$ cat src/rtl/phase_window_picker.sv
module phase_window_picker #(
  parameter int TAPS       = 32,
  parameter int EXIT_LEN   = 8,
  parameter int EXIT_START = 4,
  parameter int PW         = 8,
  parameter logic [PW-1:0] FAIL_CODE = 8'hFF
) (
  input  logic                        clk,
  input  logic                        rst_n,
  input  logic                        start,
  input  logic [TAPS-1:0]             map_in,
  output logic                        busy,
  output logic                        done,
  output logic [$clog2(TAPS)-1:0]     best_start,
  output logic [$clog2(TAPS+1)-1:0]   best_len,
  output logic [PW-1:0]               phase
);
  localparam int IW = $clog2(TAPS);
  localparam int LW = $clog2(TAPS+1);

  logic [TAPS-1:0] map_q;
  logic [IW-1:0]   idx, run_start, acc_start;
  logic [LW-1:0]   cur_len, acc_len;

  wire           bit_now  = map_q[idx];
  wire           at_top   = (idx == IW'(TAPS-1));
  wire [IW-1:0]  rs       = (cur_len == '0) ? idx : run_start;
  wire [LW-1:0]  fin_len  = bit_now ? cur_len + LW'(1) : cur_len;
  wire           run_end  = bit_now ? at_top : (cur_len != '0);
  wire           better   = run_end && (fin_len > acc_len);
  wire [IW-1:0]  nb_start = better ? rs : acc_start;
  wire [LW-1:0]  nb_len   = better ? fin_len : acc_len;
  wire           early    = run_end && (fin_len >= LW'(EXIT_LEN)) &&
                            (nb_start < IW'(EXIT_START));
  wire           stop     = busy && (at_top || early);

  logic [PW-1:0] nxt_phase;
  logic [LW:0]   mid_sum;
  always_comb begin
    mid_sum = (LW+1)'(nb_start) + (LW+1)'(nb_len / LW'(2));
    if (nb_len == '0)
      nxt_phase = FAIL_CODE;
    else if (nb_start == '0)
      nxt_phase = PW'(nb_len / LW'(3));
    else
      nxt_phase = PW'(mid_sum % (LW+1)'(TAPS));
  end

  always_ff @(posedge clk or negedge rst_n) begin
    if (!rst_n) begin
      map_q      <= '0;
      busy       <= 1'b0;
      done       <= 1'b0;
      idx        <= '0;
      run_start  <= '0;
      cur_len    <= '0;
      acc_start  <= '0;
      acc_len    <= '0;
      best_start <= '0;
      best_len   <= '0;
      phase      <= '0;
    end else begin
      done <= 1'b0;
      if (!busy) begin
        if (start) begin
          map_q     <= map_in;
          busy      <= 1'b1;
          idx       <= '0;
          cur_len   <= '0;
          run_start <= '0;
          acc_start <= '0;
          acc_len   <= '0;
        end
      end else begin
        acc_start <= nb_start;
        acc_len   <= nb_len;
        run_start <= rs;
        cur_len   <= bit_now ? cur_len + LW'(1) : '0;
        idx       <= idx + IW'(1);
        if (stop) begin
          busy       <= 1'b0;
          done       <= 1'b1;
          best_start <= nb_start;
          best_len   <= nb_len;
          phase      <= nxt_phase;
        end
      end
    end
  end

  logic [LW:0] scan_cnt;
  always_ff @(posedge clk or negedge rst_n) begin
    if (!rst_n)    scan_cnt <= '0;
    else if (busy) scan_cnt <= scan_cnt + (LW+1)'(1);
    else           scan_cnt <= '0;
  end

  AST_SCAN_BOUND: assert property (@(posedge clk) disable iff (!rst_n)
    busy |-> scan_cnt < (LW+1)'(TAPS));
  AST_DONE_PULSE: assert property (@(posedge clk) disable iff (!rst_n)
    done |=> !done);
  AST_EMPTY_CODE: assert property (@(posedge clk) disable iff (!rst_n)
    (done && best_len == '0) |-> (phase == FAIL_CODE && best_start == '0));
  AST_PHASE_RANGE: assert property (@(posedge clk) disable iff (!rst_n)
    (done && best_len != '0) |-> phase < PW'(TAPS));
  AST_LEN_RANGE: assert property (@(posedge clk) disable iff (!rst_n)
    done |-> (LW+1)'(best_start) + (LW+1)'(best_len) <= (LW+1)'(TAPS));
  AST_HOLD_RESULT: assert property (@(posedge clk) disable iff (!rst_n)
    !busy |=> ($stable(phase) && $stable(best_len) && $stable(best_start)));
  AST_BUSY_IGNORES_START: assert property (@(posedge clk) disable iff (!rst_n)
    (busy && !stop) |=> busy);
endmodule

$ cat config.mk
export PLATFORM = sky130hd
export DESIGN_NAME = phase_window_picker
export DESIGN_NICKNAME = d
export VERILOG_FILES = /design/src/rtl/phase_window_picker.sv
export SDC_FILE = /design/constraint.sdc
export NUM_CORES = 1
export LEC_CHECK = 0
export ABC_AREA = 0
export CORE_UTILIZATION = 55
export CTS_CLUSTER_SIZE = 16
export DETAILED_ROUTE_END_ITERATION = 16
export DONT_BUFFER_PORTS = 1
export PLACE_DENSITY = 0.76
export SETUP_SLACK_MARGIN = 0.2
export SLEW_MARGIN = 25
export SYNTH_ARGS = -nofsm -noshare
export SYNTH_HDL_FRONTEND = slang
export SYNTH_SLANG_ARGS = --single-unit
$ cat constraint.sdc
create_clock -name clk -period 16.8 [get_ports clk]
set_clock_uncertainty 0.2 [all_clocks]
set_input_delay 1.68 -clock clk [delete_from_list [all_inputs] [get_ports clk]]
set_output_delay 1.68 -clock clk [all_outputs]
set_load 0.03 [all_outputs]
# Yosys cells after proc, flatten, opt, wreduce, memory -nomap -nowiden
# Cells that the tools add are included.
[op_classes]
add_sub_neg = 3
multipliers = 0
div_mod_pow = 1
order_cmp = 4
n_eq_ne = 1
n_shift = 0
mux = 22
bitwise = 1
n_reduce_logical = 12
[ops]
columns = ["operator", "n"]
rows = [
  ["6-bit two-way mux", 6],
  ["5-bit two-way mux", 6],
  ["8-bit two-way mux", 2],
  ["6-bit logical NOT", 2],
  ["6-bit by 2-bit divider with 8-bit output (second input constant)", 1],
  ["1-bit two-way mux", 7],
  ["6-bit by 1-bit adder with 6-bit output (second input constant)", 1],
  ["6-bit by 4-bit greater-or-equal comparator with 1-bit output (second input constant)", 1],
  ["6-bit greater-than comparator", 1],
  ["5-bit by 6-bit < comparator with 1-bit output (second input constant)", 1],
  ["6-bit nonzero test", 1],
  ["5-bit by 1-bit adder with 5-bit output (second input constant)", 1],
  ["5-bit adder", 1],
  ["1-bit binary-select mux with 5-bit select", 1],
  ["5-bit == test (second input constant)", 1],
  ["5-bit logical NOT", 1],
  ["5-bit by 3-bit < comparator with 1-bit output (second input constant)", 1],
  ["1-bit logical AND", 4],
  ["2-bit AND reduction", 2],
  ["2-bit nonzero test", 1],
  ["1-bit logical OR", 1],
  ["1-bit NOT", 1],
]
[totals]
ff_bits = 80
latch_bits = 0
ram_bits = 0
mem_bits_ro = 0
input_bits = 35
mem_count = 0

# Longest topological paths before layout
[logic_depth]
depth_word = 12
mapped_depth = 33

# Worst setup path after synthesis
# Ideal clock, no wire load.
[synth_path]
path_kind = "register -> register"
startpoint = "register idx[2]"
endpoint = "register phase[0]"
setup_ps = 131
t_arrival_ps = 5656
t_required_ps = 16469
path_slack_ps = 10813
path_stages_with_launch = 31
path_buffers = 6
period_less_slack_ps = 5987
path_cell_list = "dfrtp_1 -> buf_6 -> clkbuf_1 -> mux2i_1 -> nand2_1 -> a31oi_1 -> nand2_1 -> clkbuf_1 -> ha_1 -> ha_1 -> nor2b_1 -> o21ai_0 -> a21oi_1 -> o21ai_0 -> or4_4 -> buf_6 -> a31o_1 -> or2_1 -> buf_2 -> o21ai_1 -> o21a_1 -> ha_1 -> clkbuf_1 -> inv_1 -> o221ai_2 -> xnor2_1 -> ha_1 -> nor2_1 -> a311oi_1 -> o2111a_1 -> a31oi_1"
[synth_via]
elab_chain_cells = 11
[synth_lines]
columns = ["element", "line", "text"]
rows = [
  ["from (decl)", "22", "logic [IW-1:0] idx, run_start, acc_start;"],
  ["from (signal assigned)", "79", "idx <= idx + IW'(1);"],
  ["branches (longest 11 deep; another with 6-bit by 2-bit divider with 8-bit output)", "-", ""],
  ["to (signal assigned)", "85", "phase <= nxt_phase;"],
  ["to (decl)", "16", "output logic [PW-1:0] phase"],
]
# Several ways; the timed one is not identified. The select of a mux whose other input is x is not followed.
# A chain may end at the register's enable or synchronous reset.

# Worst setup path after layout
# Ends and elaborated chain as after synthesis.

==> flow_summary.json <==
{
  "ys_ff_latch": 78,
  "leakage_nw": 2.10,
  "cp_slowest_cell": "dfrtp_2",
  "cts_buffer_depth": 2,
  "fillerInstances": 717,
  "synth_common_cells": "dfrtp_1, nand2_1, o21ai_0, mux2_2, mux2i_1",
  "synth_edf_count": 0,
  "track_usage_pct": 24.9,
  "ys.flop_type": "dfrtp_1",
  "firstDrtPassIters": 4,
  "drive_gt1_share_pct": 14.8,
  "min_period_ns": 6.88,
  "fin_nets": 513,
  "status": "completed",
  "yosys.cell_types.count": 71,
  "grt_overflow": 0,
  "area_delta_synth_final_pct": 4.20,
  "final-seq-area_um2": 1950,
  "fmax_mhz": 145,
  "globalplace.congestion": 0.887,
  "grt_max_degree": 79,
  "worstPathArrival_ns": 6.91,
  "first_global_vias": 3362,
  "cp.buffers_inverters": 1,
  "yosysWarnings": 0,
  "ctsResizeCount": 0,
  "drtAntennaViolNets": 0,
  "synth.top_cell.area_share_pct": 42.0,
  "yosys-top-cells-area": "dfrtp_1, mux2_2, mux2i_1",
  "final.period_utilization_pct": 41.0,
  "min_path_type": "reg -> reg",
  "clkTransAtPathRegs_ns": 0.08,
  "antenna_found_initial": 0,
  "crit_type": "reg -> reg",
  "cp-end-kind": "flip-flop",
  "tns_ns": 0,
  "synth-seq-area-share_pct": 42.0,
  "grt_pass1_wl_um": 16900,
  "num_antenna_cells": 0,
  "start_kind": "flip-flop",
  "drc": 0,
  "cts_made_buffers": 9,
  "max_slew.worst_pin.slew_ns": 0.838,
  "drt_iter0_drc": 183,
  "synth_async_sr_flop_share_pct": 100,
  "critPathMaxStageDelay_ns": 0.75,
  "syn_inst": 476,
  "cp_top_family": "compound AO/OA/AOI/OAI gates",
  "maxSlewViolCount": 0,
  "yosys.area.top_type": "dfrtp_1",
  "cts_setup_buffers": 0,
  "power_mw": 1.17,
  "finalSetupViolCount": 0,
  "multi_input_area_um2": 2470,
  "via_per_inst": 6.15,
  "hold_viol_final": 0,
  "ir_drop_v": 0.000122,
  "vias": 3512,
  "wl_per_cell_um": 17.9,
  "postCtsHoldBufs": 0,
  "ios": 56,
  "clock-root-buffer": "clkbuf_8",
  "synth_area_per_cell_um2": 9.77,
  "max_cap_viol_count": 0,
  "core_area_um2": 8220,
  "place_hpwl_um": 7260,
  "syn_area_um2": 4650,
  "cts_htree_levels": 3,
  "start_util_pct": 56.6,
  "slew-limit-headroom_pct": 44.1,
  "p_per_area_nw_per_um2": 241,
  "cp_max_fo": 23,
  "rows": 33,
  "die_w_um": 94.0,
  "routed_wl_um": 10200,
  "port-buffer-count": 0,
  "cts_tree": "yes",
  "synth_nets": 528,
  "floorplan.die.height_um": 94.0,
  "crit_top_cell": "ha_1",
  "rsz0062_at_grt": "no",
  "cp.required_ns": 16.83,
  "yosys.cell_count.top_type": "dfrtp_1",
  "clk_latency_ns": 0.35,
  "cts.sinks": 78,
  "die_area_um2": 8830
}
path summary, 6_finish.rpt:
kind | startpoint | to | slack, ns | cells past startpoint
setup / recovery | idx[2]$_DFFE_PN0P_ | phase[0]$_DFFE_PN0P_ | 9.92 | 25
hold / removal | acc_len[3]$_DFFE_PN0P_ | acc_len[3]$_DFFE_PN0P_ | 0.29 | 2
setup reg to reg | idx[2]$_DFFE_PN0P_ | phase[0]$_DFFE_PN0P_ | 9.92 | 25
hold reg to reg | acc_len[3]$_DFFE_PN0P_ | acc_len[3]$_DFFE_PN0P_ | 0.29 | 2
max in group asynchronous | rst_n | best_start[0]$_DFFE_PN0P_ | 15.46 | 0
min in group asynchronous | rst_n | map_q[8]$_DFFE_PN0P_ | 0.81 | 0
power breakdown:
part           internal, mW  switching [mW]
combinational         0.278           0.369
sequential            0.273           0.113
clock                0.0624          0.0713
total                 0.613           0.554
placed cells by master, fill, tap and decap left out, types with 5 or more instances in the layout:
master	synthesis	routed
a21o_1	7	7
a21oi_1	11	11
a31oi_1	5	5
a32o_1	6	6
and3_1	8	8
buf_4	5	5
clkbuf_8	0	11
dfrtp_1	78	77
ha_1	16	16
inv_1	16	16
mux2_2	35	35
mux2i_1	24	24
nand2_1	63	63
nand3_1	11	11
nor2_1	22	22
nor3_1	6	6
o21ai_0	39	39
o22ai_1	5	5
xnor2_1	11	11
cell type report:
| cell class | instances | share of cell area, % |
|---|---|---|
| repair buffers | 5 | 0.774 |
| clock buffers | 12 | 3.20 |
| flip-flops and latches | 78 | 40.3 |
| clock inverters | 4 | 0.620 |
| multi-input cells | 348 | 50.9 |
| inverters | 19 | 1.50 |
| well taps | 105 | 2.71 |
metal layers:
| layer | global-route usage (%) | wire, um |
|---|---|---|
| met2 | 37.5 | 4560 |
| met3 | 6.15 | 592 |
| met5 | 0 | 0 |
| met1 | 35.5 | 4880 |
| met4 | 7.18 | 193 |
state kept, by name, summed over array words and instances, names as in the netlist:
| name | count |
|---|---|
| acc_len | 6 |
| cur_len | 6 |
| busy | 1 |
| done | 1 |
| idx | 5 |
| acc_start | 5 |
| map_q | 32 |
| phase | 6 |
| best_len | 6 |
| run_start | 5 |
| best_start | 5 |
worst min-delay path, stage by stage (launching register included):
cell and delay (ns):
dfrtp_1 0.35, nand2_1 0.05, o21ai_0 0.06
metrics by stage:
| stage | utilization [%] | std cells | hold WS, ns | setup slack [ns] | cell area [um^2] |
|---|---|---|---|---|---|
| 3_3_place_gp | 56.7 | 555 | 0.264 | 9.91 | 4660 |
| 6_report | 59.0 | 571 | 0.293 | 9.92 | 4850 |
| 5_1_grt | 59.0 | 571 | 0.321 | 9.44 | 4850 |
| 4_1_cts | 59.0 | 571 | 0.295 | 9.64 | 4850 |
| 3_5_place_dp | 56.7 | 555 | 0.274 | 9.65 | 4660 |
| 2_1_floorplan | - | 476 | 0.249 | 10.81 | 4650 |
cell families after synthesis:
| kind of cell | after synthesis | share of synthesized area [%] |
|---|---|---|
| AND/OR/NAND/NOR | 140 | 14.3 |
| adder cells (fa/ha/maj) | 20 | 5.41 |
| multiplexers | 59 | 13.6 |
| AO/OA/AOI/OAI | 117 | 17.3 |
| XOR/XNOR | 12 | 2.26 |
| buffers and inverters | 50 | 5.06 |
| flip-flops | 78 | 42.0 |
No activity file was read; power rests on OpenSTA's default activity.
